===== src/rtl/sat_gen_pkg.sv =====
package sat_gen_pkg;

  typedef enum logic [2:0] {
    ST_IDLE,
    ST_DRAW,
    ST_SORT,
    ST_SCAN,
    ST_EMIT,
    ST_DONE
  } gen_state_e;

  localparam int unsigned LFSR_W        = 32;
  localparam logic [31:0] LFSR_TAPS     = 32'h8020_0003;
  localparam logic [31:0] SEED_FALLBACK = 32'h1D87_2B41;

endpackage


===== src/rtl/sat_gen_lfsr.sv =====
module sat_gen_lfsr
  import sat_gen_pkg::*;
#(
  parameter int unsigned STEPS = 8,
  parameter int unsigned OUT_W = 6
) (
  input  logic              clk,
  input  logic              rst_n,
  input  logic              load,
  input  logic [LFSR_W-1:0] seed,
  input  logic              advance,
  output logic [OUT_W-1:0]  rnd
);

  logic [LFSR_W-1:0] state_q;
  logic [LFSR_W-1:0] chain [STEPS+1];

  function automatic logic [LFSR_W-1:0] lfsr_step(input logic [LFSR_W-1:0] s);
    logic [LFSR_W-1:0] n;
    n = s >> 1;
    if (s[0]) n = n ^ LFSR_TAPS;
    return n;
  endfunction

  assign chain[0] = state_q;

  for (genvar g = 0; g < STEPS; g++) begin : g_step
    assign chain[g+1] = lfsr_step(chain[g]);
  end

  always_ff @(posedge clk or negedge rst_n) begin
    if (!rst_n) begin
      state_q <= SEED_FALLBACK;
    end else if (load) begin
      state_q <= (seed == '0) ? SEED_FALLBACK : seed;
    end else if (advance) begin
      state_q <= chain[STEPS];
    end
  end

  assign rnd = state_q[OUT_W-1:0];

  AST_LFSR_ALIVE: assert property (@(posedge clk) disable iff (!rst_n)
    state_q != '0) else $error("lfsr reached zero");

endmodule


===== src/rtl/sat_gen_sort3.sv =====
module sat_gen_sort3 #(
  parameter int unsigned LIT_W = 6
) (
  input  logic [LIT_W-1:0] in_a,
  input  logic [LIT_W-1:0] in_b,
  input  logic [LIT_W-1:0] in_c,
  output logic [LIT_W-1:0] lo,
  output logic [LIT_W-1:0] mid,
  output logic [LIT_W-1:0] hi,
  output logic             clash
);

  logic [LIT_W-1:0] ab_lo, ab_hi;

  always_comb begin
    if (in_a < in_b) begin
      ab_lo = in_a;
      ab_hi = in_b;
    end else begin
      ab_lo = in_b;
      ab_hi = in_a;
    end
    if (in_c < ab_lo) begin
      lo  = in_c;
      mid = ab_lo;
      hi  = ab_hi;
    end else if (in_c < ab_hi) begin
      lo  = ab_lo;
      mid = in_c;
      hi  = ab_hi;
    end else begin
      lo  = ab_lo;
      mid = ab_hi;
      hi  = in_c;
    end
    // sorted distinct literals of one variable are always neighbours
    clash = (lo[LIT_W-1:1] == mid[LIT_W-1:1]) || (mid[LIT_W-1:1] == hi[LIT_W-1:1]);
  end

endmodule


===== src/rtl/sat_gen_store.sv =====
module sat_gen_store #(
  parameter int unsigned DEPTH  = 64,
  parameter int unsigned DATA_W = 18,
  localparam int unsigned IDX_W = $clog2(DEPTH),
  localparam int unsigned CNT_W = $clog2(DEPTH + 1)
) (
  input  logic              clk,
  input  logic              rst_n,
  input  logic              wr_en,
  input  logic [IDX_W-1:0]  wr_addr,
  input  logic [DATA_W-1:0] wr_data,
  input  logic              scan_go,
  input  logic [DATA_W-1:0] scan_key,
  input  logic [CNT_W-1:0]  fill,
  output logic              scan_hit,
  output logic              scan_miss
);

  logic [DATA_W-1:0] mem [DEPTH];
  logic [CNT_W-1:0]  ptr_q;
  logic              busy_q;
  logic              at_end;

  always_ff @(posedge clk) begin
    if (wr_en) mem[wr_addr] <= wr_data;
  end

  assign at_end    = (ptr_q == fill);
  assign scan_miss = busy_q && at_end;
  assign scan_hit  = busy_q && !at_end && (mem[ptr_q[IDX_W-1:0]] == scan_key);

  always_ff @(posedge clk or negedge rst_n) begin
    if (!rst_n) begin
      busy_q <= 1'b0;
      ptr_q  <= '0;
    end else if (scan_go) begin
      busy_q <= 1'b1;
      ptr_q  <= '0;
    end else if (busy_q) begin
      if (scan_hit || scan_miss) busy_q <= 1'b0;
      else                       ptr_q  <= ptr_q + 1'b1;
    end
  end

  AST_SCAN_BOUND: assert property (@(posedge clk) disable iff (!rst_n)
    busy_q |-> (ptr_q <= fill)) else $error("scan past fill level");
  AST_SCAN_NO_WRITE: assert property (@(posedge clk) disable iff (!rst_n)
    busy_q |-> !wr_en) else $error("write during duplicate scan");

endmodule


===== src/rtl/sat_gen_top.sv =====
module sat_gen_top
  import sat_gen_pkg::*;
#(
  parameter int unsigned MAX_CLAUSES = 64,
  parameter int unsigned MAX_VARS    = 32,
  parameter int unsigned LFSR_STEPS  = 8,
  localparam int unsigned IDX_W = $clog2(MAX_CLAUSES),
  localparam int unsigned CNT_W = $clog2(MAX_CLAUSES + 1),
  localparam int unsigned VAR_W = $clog2(MAX_VARS + 1),
  localparam int unsigned LIT_W = $clog2(2 * MAX_VARS)
) (
  input  logic              clk,
  input  logic              rst_n,
  input  logic              start,
  input  logic [CNT_W-1:0]  cfg_clauses,
  input  logic [VAR_W-1:0]  cfg_vars,
  input  logic [31:0]       seed,
  output logic              wr_valid,
  input  logic              wr_ready,
  output logic [IDX_W-1:0]  wr_index,
  output logic [LIT_W-1:0]  wr_lit0,
  output logic [LIT_W-1:0]  wr_lit1,
  output logic [LIT_W-1:0]  wr_lit2,
  output logic              done
);

  localparam int unsigned TWO_W = VAR_W + 1;
  localparam int unsigned CL_W  = 3 * LIT_W;

  gen_state_e        state_q;
  logic [CNT_W-1:0]  m_q, count_q, m_clamped;
  logic [TWO_W-1:0]  two_n_q, cfg_two_n;
  logic [LIT_W-1:0]  mask_q, mask_next;
  logic [1:0]        slot_q;
  logic [LIT_W-1:0]  raw_q [3];
  logic [CL_W-1:0]   cand_q;
  logic [LIT_W-1:0]  rnd, draw;
  logic              draw_ok;
  logic [LIT_W-1:0]  s_lo, s_mid, s_hi;
  logic              s_clash;
  logic              scan_go, scan_hit, scan_miss;
  logic              accept, take_start;

  // configuration decode
  assign cfg_two_n  = {cfg_vars, 1'b0};
  assign m_clamped  = (cfg_clauses > CNT_W'(MAX_CLAUSES)) ? CNT_W'(MAX_CLAUSES) : cfg_clauses;
  assign take_start = start && (state_q == ST_IDLE || state_q == ST_DONE);

  always_comb begin
    mask_next = '0;
    for (int i = 0; i < LIT_W; i++) begin
      if (TWO_W'(mask_next) + TWO_W'(1) < cfg_two_n)
        mask_next = {mask_next[LIT_W-2:0], 1'b1};
    end
  end

  sat_gen_lfsr #(.STEPS(LFSR_STEPS), .OUT_W(LIT_W)) i_lfsr (
    .clk     (clk),
    .rst_n   (rst_n),
    .load    (take_start),
    .seed    (seed),
    .advance (state_q == ST_DRAW),
    .rnd     (rnd)
  );

  // literal draw with rejection of out-of-range and repeated values
  assign draw = rnd & mask_q;
  always_comb begin
    draw_ok = (TWO_W'(draw) < two_n_q);
    if (slot_q >= 2'd1 && draw == raw_q[0]) draw_ok = 1'b0;
    if (slot_q == 2'd2 && draw == raw_q[1]) draw_ok = 1'b0;
  end

  sat_gen_sort3 #(.LIT_W(LIT_W)) i_sort (
    .in_a  (raw_q[0]),
    .in_b  (raw_q[1]),
    .in_c  (raw_q[2]),
    .lo    (s_lo),
    .mid   (s_mid),
    .hi    (s_hi),
    .clash (s_clash)
  );

  assign scan_go = (state_q == ST_SORT) && !s_clash;
  assign accept  = wr_valid && wr_ready;

  sat_gen_store #(.DEPTH(MAX_CLAUSES), .DATA_W(CL_W)) i_store (
    .clk       (clk),
    .rst_n     (rst_n),
    .wr_en     (accept),
    .wr_addr   (count_q[IDX_W-1:0]),
    .wr_data   (cand_q),
    .scan_go   (scan_go),
    .scan_key  ({s_hi, s_mid, s_lo}),
    .fill      (count_q),
    .scan_hit  (scan_hit),
    .scan_miss (scan_miss)
  );

  always_ff @(posedge clk or negedge rst_n) begin
    if (!rst_n) begin
      state_q <= ST_IDLE;
      m_q     <= '0;
      two_n_q <= '0;
      mask_q  <= '0;
      count_q <= '0;
      slot_q  <= '0;
      cand_q  <= '0;
      for (int i = 0; i < 3; i++) raw_q[i] <= '0;
    end else begin
      case (state_q)
        ST_IDLE, ST_DONE: begin
          if (take_start) begin
            m_q     <= m_clamped;
            two_n_q <= cfg_two_n;
            mask_q  <= mask_next;
            count_q <= '0;
            slot_q  <= '0;
            state_q <= (m_clamped == '0) ? ST_DONE : ST_DRAW;
          end
        end
        ST_DRAW: begin
          if (draw_ok) begin
            raw_q[slot_q] <= draw;
            if (slot_q == 2'd2) state_q <= ST_SORT;
            else                slot_q  <= slot_q + 2'd1;
          end
        end
        ST_SORT: begin
          cand_q <= {s_hi, s_mid, s_lo};
          slot_q <= '0;
          state_q <= s_clash ? ST_DRAW : ST_SCAN;
        end
        ST_SCAN: begin
          if (scan_hit)       state_q <= ST_DRAW;
          else if (scan_miss) state_q <= ST_EMIT;
        end
        ST_EMIT: begin
          if (wr_ready) begin
            count_q <= count_q + 1'b1;
            state_q <= (count_q + 1'b1 == m_q) ? ST_DONE : ST_DRAW;
          end
        end
        default: state_q <= ST_IDLE;
      endcase
    end
  end

  assign wr_valid = (state_q == ST_EMIT);
  assign done     = (state_q == ST_DONE);
  assign wr_index = count_q[IDX_W-1:0];
  assign wr_lit0  = cand_q[LIT_W-1:0];
  assign wr_lit1  = cand_q[2*LIT_W-1:LIT_W];
  assign wr_lit2  = cand_q[3*LIT_W-1:2*LIT_W];

  AST_STALL_HOLD: assert property (@(posedge clk) disable iff (!rst_n)
    (wr_valid && !wr_ready) |=> (wr_valid && $stable(wr_index) && $stable(wr_lit0)
      && $stable(wr_lit1) && $stable(wr_lit2))) else $error("payload moved in stall");
  AST_LIT_ORDER: assert property (@(posedge clk) disable iff (!rst_n)
    wr_valid |-> (wr_lit0 < wr_lit1) && (wr_lit1 < wr_lit2)) else $error("literals unsorted");
  AST_LIT_RANGE: assert property (@(posedge clk) disable iff (!rst_n)
    wr_valid |-> (TWO_W'(wr_lit2) < two_n_q)) else $error("literal out of range");
  AST_NO_COMPLEMENT: assert property (@(posedge clk) disable iff (!rst_n)
    wr_valid |-> (wr_lit0[LIT_W-1:1] != wr_lit1[LIT_W-1:1])
      && (wr_lit1[LIT_W-1:1] != wr_lit2[LIT_W-1:1])) else $error("complement pair");
  AST_DONE_AFTER_LAST: assert property (@(posedge clk) disable iff (!rst_n)
    (accept && (CNT_W'(wr_index) + CNT_W'(1) == m_q)) |=> done) else $error("done late");
  AST_INDEX_BOUND: assert property (@(posedge clk) disable iff (!rst_n)
    wr_valid |-> (CNT_W'(wr_index) < m_q)) else $error("index beyond M");

endmodule


===== config.mk =====
export PLATFORM = sky130hd
export DESIGN_NAME = sat_gen_top
export DESIGN_NICKNAME = d
export VERILOG_FILES = /design/src/rtl/sat_gen_pkg.sv /design/src/rtl/sat_gen_lfsr.sv /design/src/rtl/sat_gen_sort3.sv /design/src/rtl/sat_gen_store.sv /design/src/rtl/sat_gen_top.sv
export SDC_FILE = /design/constraint.sdc
export NUM_CORES = 1
export LEC_CHECK = 0
export BUFFER_PORTS_ARGS = -buffer_cell sky130_fd_sc_hd__buf_4
export CAP_MARGIN = 20
export CORE_MARGIN = 8
export CORE_UTILIZATION = 57
export DETAILED_ROUTE_END_ITERATION = 8
export PLACE_DENSITY = 0.76
export SETUP_SLACK_MARGIN = 0.1
export SYNTH_ARGS = -nofsm -noshare
export SYNTH_HDL_FRONTEND = slang
export SYNTH_SLANG_ARGS = --single-unit

===== constraint.sdc =====
create_clock -name clk -period 5.3 [get_ports clk]
set_clock_uncertainty 0.05 [all_clocks]
set_input_delay 1.06 -clock clk [delete_from_list [all_inputs] [get_ports clk]]
set_output_delay 1.06 -clock clk [all_outputs]
set_load 0.01 [all_outputs]

==> summary.md <==
| Metric | Value |
|---|---|
| WP data required | `just under 6 ns` |
| Pre-antenna DRT Iters | `6` |
| Drt first-iter violations | `around 3,700` |
| Final setup violation count | `0` |
| Worst EP arrival | `5.54 ns` |
| Most frequent cells in the layout | `edfxtp_1 (1,152), mux4_2 (328), buf_4 (270), nand2_1 (133), clkbuf_16 (119)` |
| Number of fill cells in the layout | `between 5,000 and 6,000` |
| WL/cell | `between 30 and 40 um` |
| Maximum vdd ir drop | `about 0.38 mV` |
| Synth unique cells | `between 70 and 80` |
| Die ar. | `approximately 0.1 mm^2` |
| Die Span Y | `~320 um` |
| CP Launch Type | `register` |
| Row cnt | `110` |
| GPL Wtd Cong | `about 0.9` |
| Total power | `about 26 mW` |
| H-tree depth | `3` |
| TNS Setup | `0 ns` |
| Ys async rst share | `0.0850` |
| Routed vias/inst | `6.70` |
| Syn Area/Cell | `~19 um^2` |
| Min cycle time layout | `4.99 ns` |
| RSZ-0062 raised after global routing | `no` |
| Cells after synthesis | `2,697` |
| Cell Area, Synth | `a little over 0.05 mm^2` |
| Cell area after layout | `between 0.05 and 0.06 mm^2` |
| Clk Latency, worst-skew pair | `0.73 ns` |
| Area leader, netlist | `edfxtp_1` |
| Clock Tree Root | `clkbuf_16` |
| PortBufs | `74` |
| CTS clock-pin slew for the worst setup and hold paths | `roughly 0.06 ns` |
| Starting Density | `0.573` |
| Critical path peak fanout | `9` |
| Reg area | `around 0.037 mm^2` |
| Final slew viol count | `0` |
| Fmax | `roughly 200 MHz` |
| Placed wire-length estimate | `around 80 mm` |
| Area of the multi-input gates | `0.0135 mm^2` |
| Total global routing overflow | `0` |
| Core region area | `0.0896 mm^2` |
| Endpoints failing hold | `0` |
| Total GRT Usage | `0.266` |
| Seq cells post-synth | `between 1,000 and 1,500` |
| Critical path type | `reg2reg` |
| Share of the synthesized area in the top cell type | `0.674` |
| Share of layout cells above drive strength 1 | `0.308` |
| Final WL | `about 130 mm` |
| Nets | `3,031` |
| Ranking of synthesized cells by area | `edfxtp_1 (67%), mux4_2 (14%), dfrtp_1 (4.5%)` |
| Io pins | `between 70 and 80` |
| Most common cell after layout, fill and taps aside | `edfxtp_1` |
| CP Capture Type | `register` |
| Initial antenna violation count | `3` |
| Ys flop type | `edfxtp_1` |
| Total CTS buffers | `119` |
| Largest net degree at the start of global routing | `~70` |
| Hold WC Path Type | `in2async` |
| Number of synthesized flops with an enable pin | `between 1,000 and 1,500` |
| P&R area growth vs syn | `13.8%` |
| R2R Setup Slk | `around 0.31 ns` |
| Die span in x | `around 320 um` |
| Antenna viol nets, final | `0` |
| Routed vias | `roughly 28,000` |
| Rel. slew slack | `0.315` |
| CTS Sinks | `around 1,300` |
| Outcome | `complete, no violations` |
| Register area share after synthesis | `0.726` |
| Leak | `19.2 nW` |
| Max Cap Viol | `0` |
| Yosys warns | `0` |
| Post-DP Area | `roughly 0.054 mm^2` |
| Post-CTS Hold Buffers | `0` |
| Slew @ Worst Pin | `between 1 and 1.5 ns` |
| PwrDens | `447 mW/mm^2` |
| Tcrit/Tclk final | `0.941` |
| Vias in the first global route | `about 29,000` |
| Synth Net Count | `2,780` |
| CTS tree | `built` |
| Max Buffers Root-to-Sink | `3` |
| First-pass GRT wire length | `between 150 and 200 mm` |
| Remaining DRCs | `0` |
## cell type report
cell class                 instances  area share
sequential                      1259       0.639
multi-input combinational       1254       0.231
clock buffer                     148      0.0529
timing repair buffer             283      0.0392
tap                             1176      0.0252
clock inverter                    74      0.0109
inverter                          31     0.00204
antenna                            1   0.0000429
## cells by family after synthesis
kind of cell,count (synthesis),share of synthesized area
flip-flops,1259,0.726
AND/OR/NAND/NOR,450,0.0404
multiplexers,377,0.154
AO/OA/AOI/OAI,325,0.0417
buffers and inverters,184,0.0176
XOR/XNOR,68,0.0116
adder cells (fa/ha/maj),34,0.00829
## worst max-delay path, stage by stage, from the launching register on
cell	delay, ns
dfrtp_1	0.37
inv_1	0.08
ha_1	0.32
a21oi_1	0.19
o21ai_2	0.12
buf_4	0.21
a211oi_4	0.27
a21o_1	0.15
inv_1	0.07
ha_1	0.27
and4_1	0.23
o21a_1	0.14
nor3_2	0.05
a311o_2	0.44
buf_4	0.19
nor3_1	0.28
or3_1	0.17
nand4b_1	0.10
or4_4	0.57
nor2_1	0.20
o21ai_0	0.12
a41o_1	0.27
## cell usage after synthesis (all sizes together) (20+ instances only)
library cell	instances
a21oi	54
a22oi	33
buf	71
clkbuf	82
dfrtp	93
edfxtp	1152
ha	34
inv	31
mux2	24
mux2i	25
mux4	328
nand2	137
nand3	27
nor2	144
nor3	35
o21ai	96
o22ai	20
xnor2	44
xor2	24
## routing by layer
layer | vias up | wire length (um) | track usage | part of all wire
li1 | 11500 | - | - | -
met1 | 14700 | 49300 | 0.366 | 0.37
met2 | 1802 | 62600 | 0.423 | 0.47
met3 | 334 | 14800 | 0.0544 | 0.11
met4 | 0 | 6080 | 0.103 | 0.046
met5 | - | 0 | 0 | 0
## final timing paths
path | start | end | cells past startpoint
max | raw_q[9] | state_q[1] | 21
min reg2reg | i_lfsr.state_q[28] | i_lfsr.state_q[28] | 2
min | rst_n | i_lfsr.state_q[20] | 1
max in group asynchronous | rst_n | i_lfsr.state_q[6] | 2
max reg2reg | raw_q[9] | state_q[1] | 21
min in group clk | i_lfsr.state_q[28] | i_lfsr.state_q[28] | 2
## stage by stage
stage / util / std cells / hold slack (ns) / setup WS [ns]
finish: 0.652 / 4226 / 0.440 / 0.313
global placement: 0.608 / 3995 / 0.424 / -0.220
floorplan: - / 2697 / 0.392 / 0.105
detailed placement: 0.608 / 3995 / 0.428 / -0.349
CTS: 0.650 / 4219 / 0.448 / 0.118
global route: 0.652 / 4225 / 0.477 / 0.0798
## power breakdown
part	total [mW]	internal, mW	switching (mW)	leakage [nW]
combinational	5.66	2.04	3.62	5.43
clock	8.20	4.57	3.64	1.82
sequential	12.3	11.9	0.349	12.0
## flip-flops by register name, summed over array words and instances, names as in the netlist
name / cells
two_n_q: 6
i_store.mem: 1152
mask_q: 6
raw_q: 18
i_store.ptr_q: 7
i_store.busy_q: 1
count_q: 7
m_q: 7
cand_q: 18
slot_q: 2
state_q: 3
i_lfsr.state_q: 32
## repair_timing
| action | in CTS | in global routing |
|---|---|---|
| setup buffers | 2 | 5 |
| setup endpoints to repair | 9 | 14 |
| resized for setup | 9 | 30 |
| pin swaps | 1 | 6 |
No activity file was read; power rests on OpenSTA's default activity.
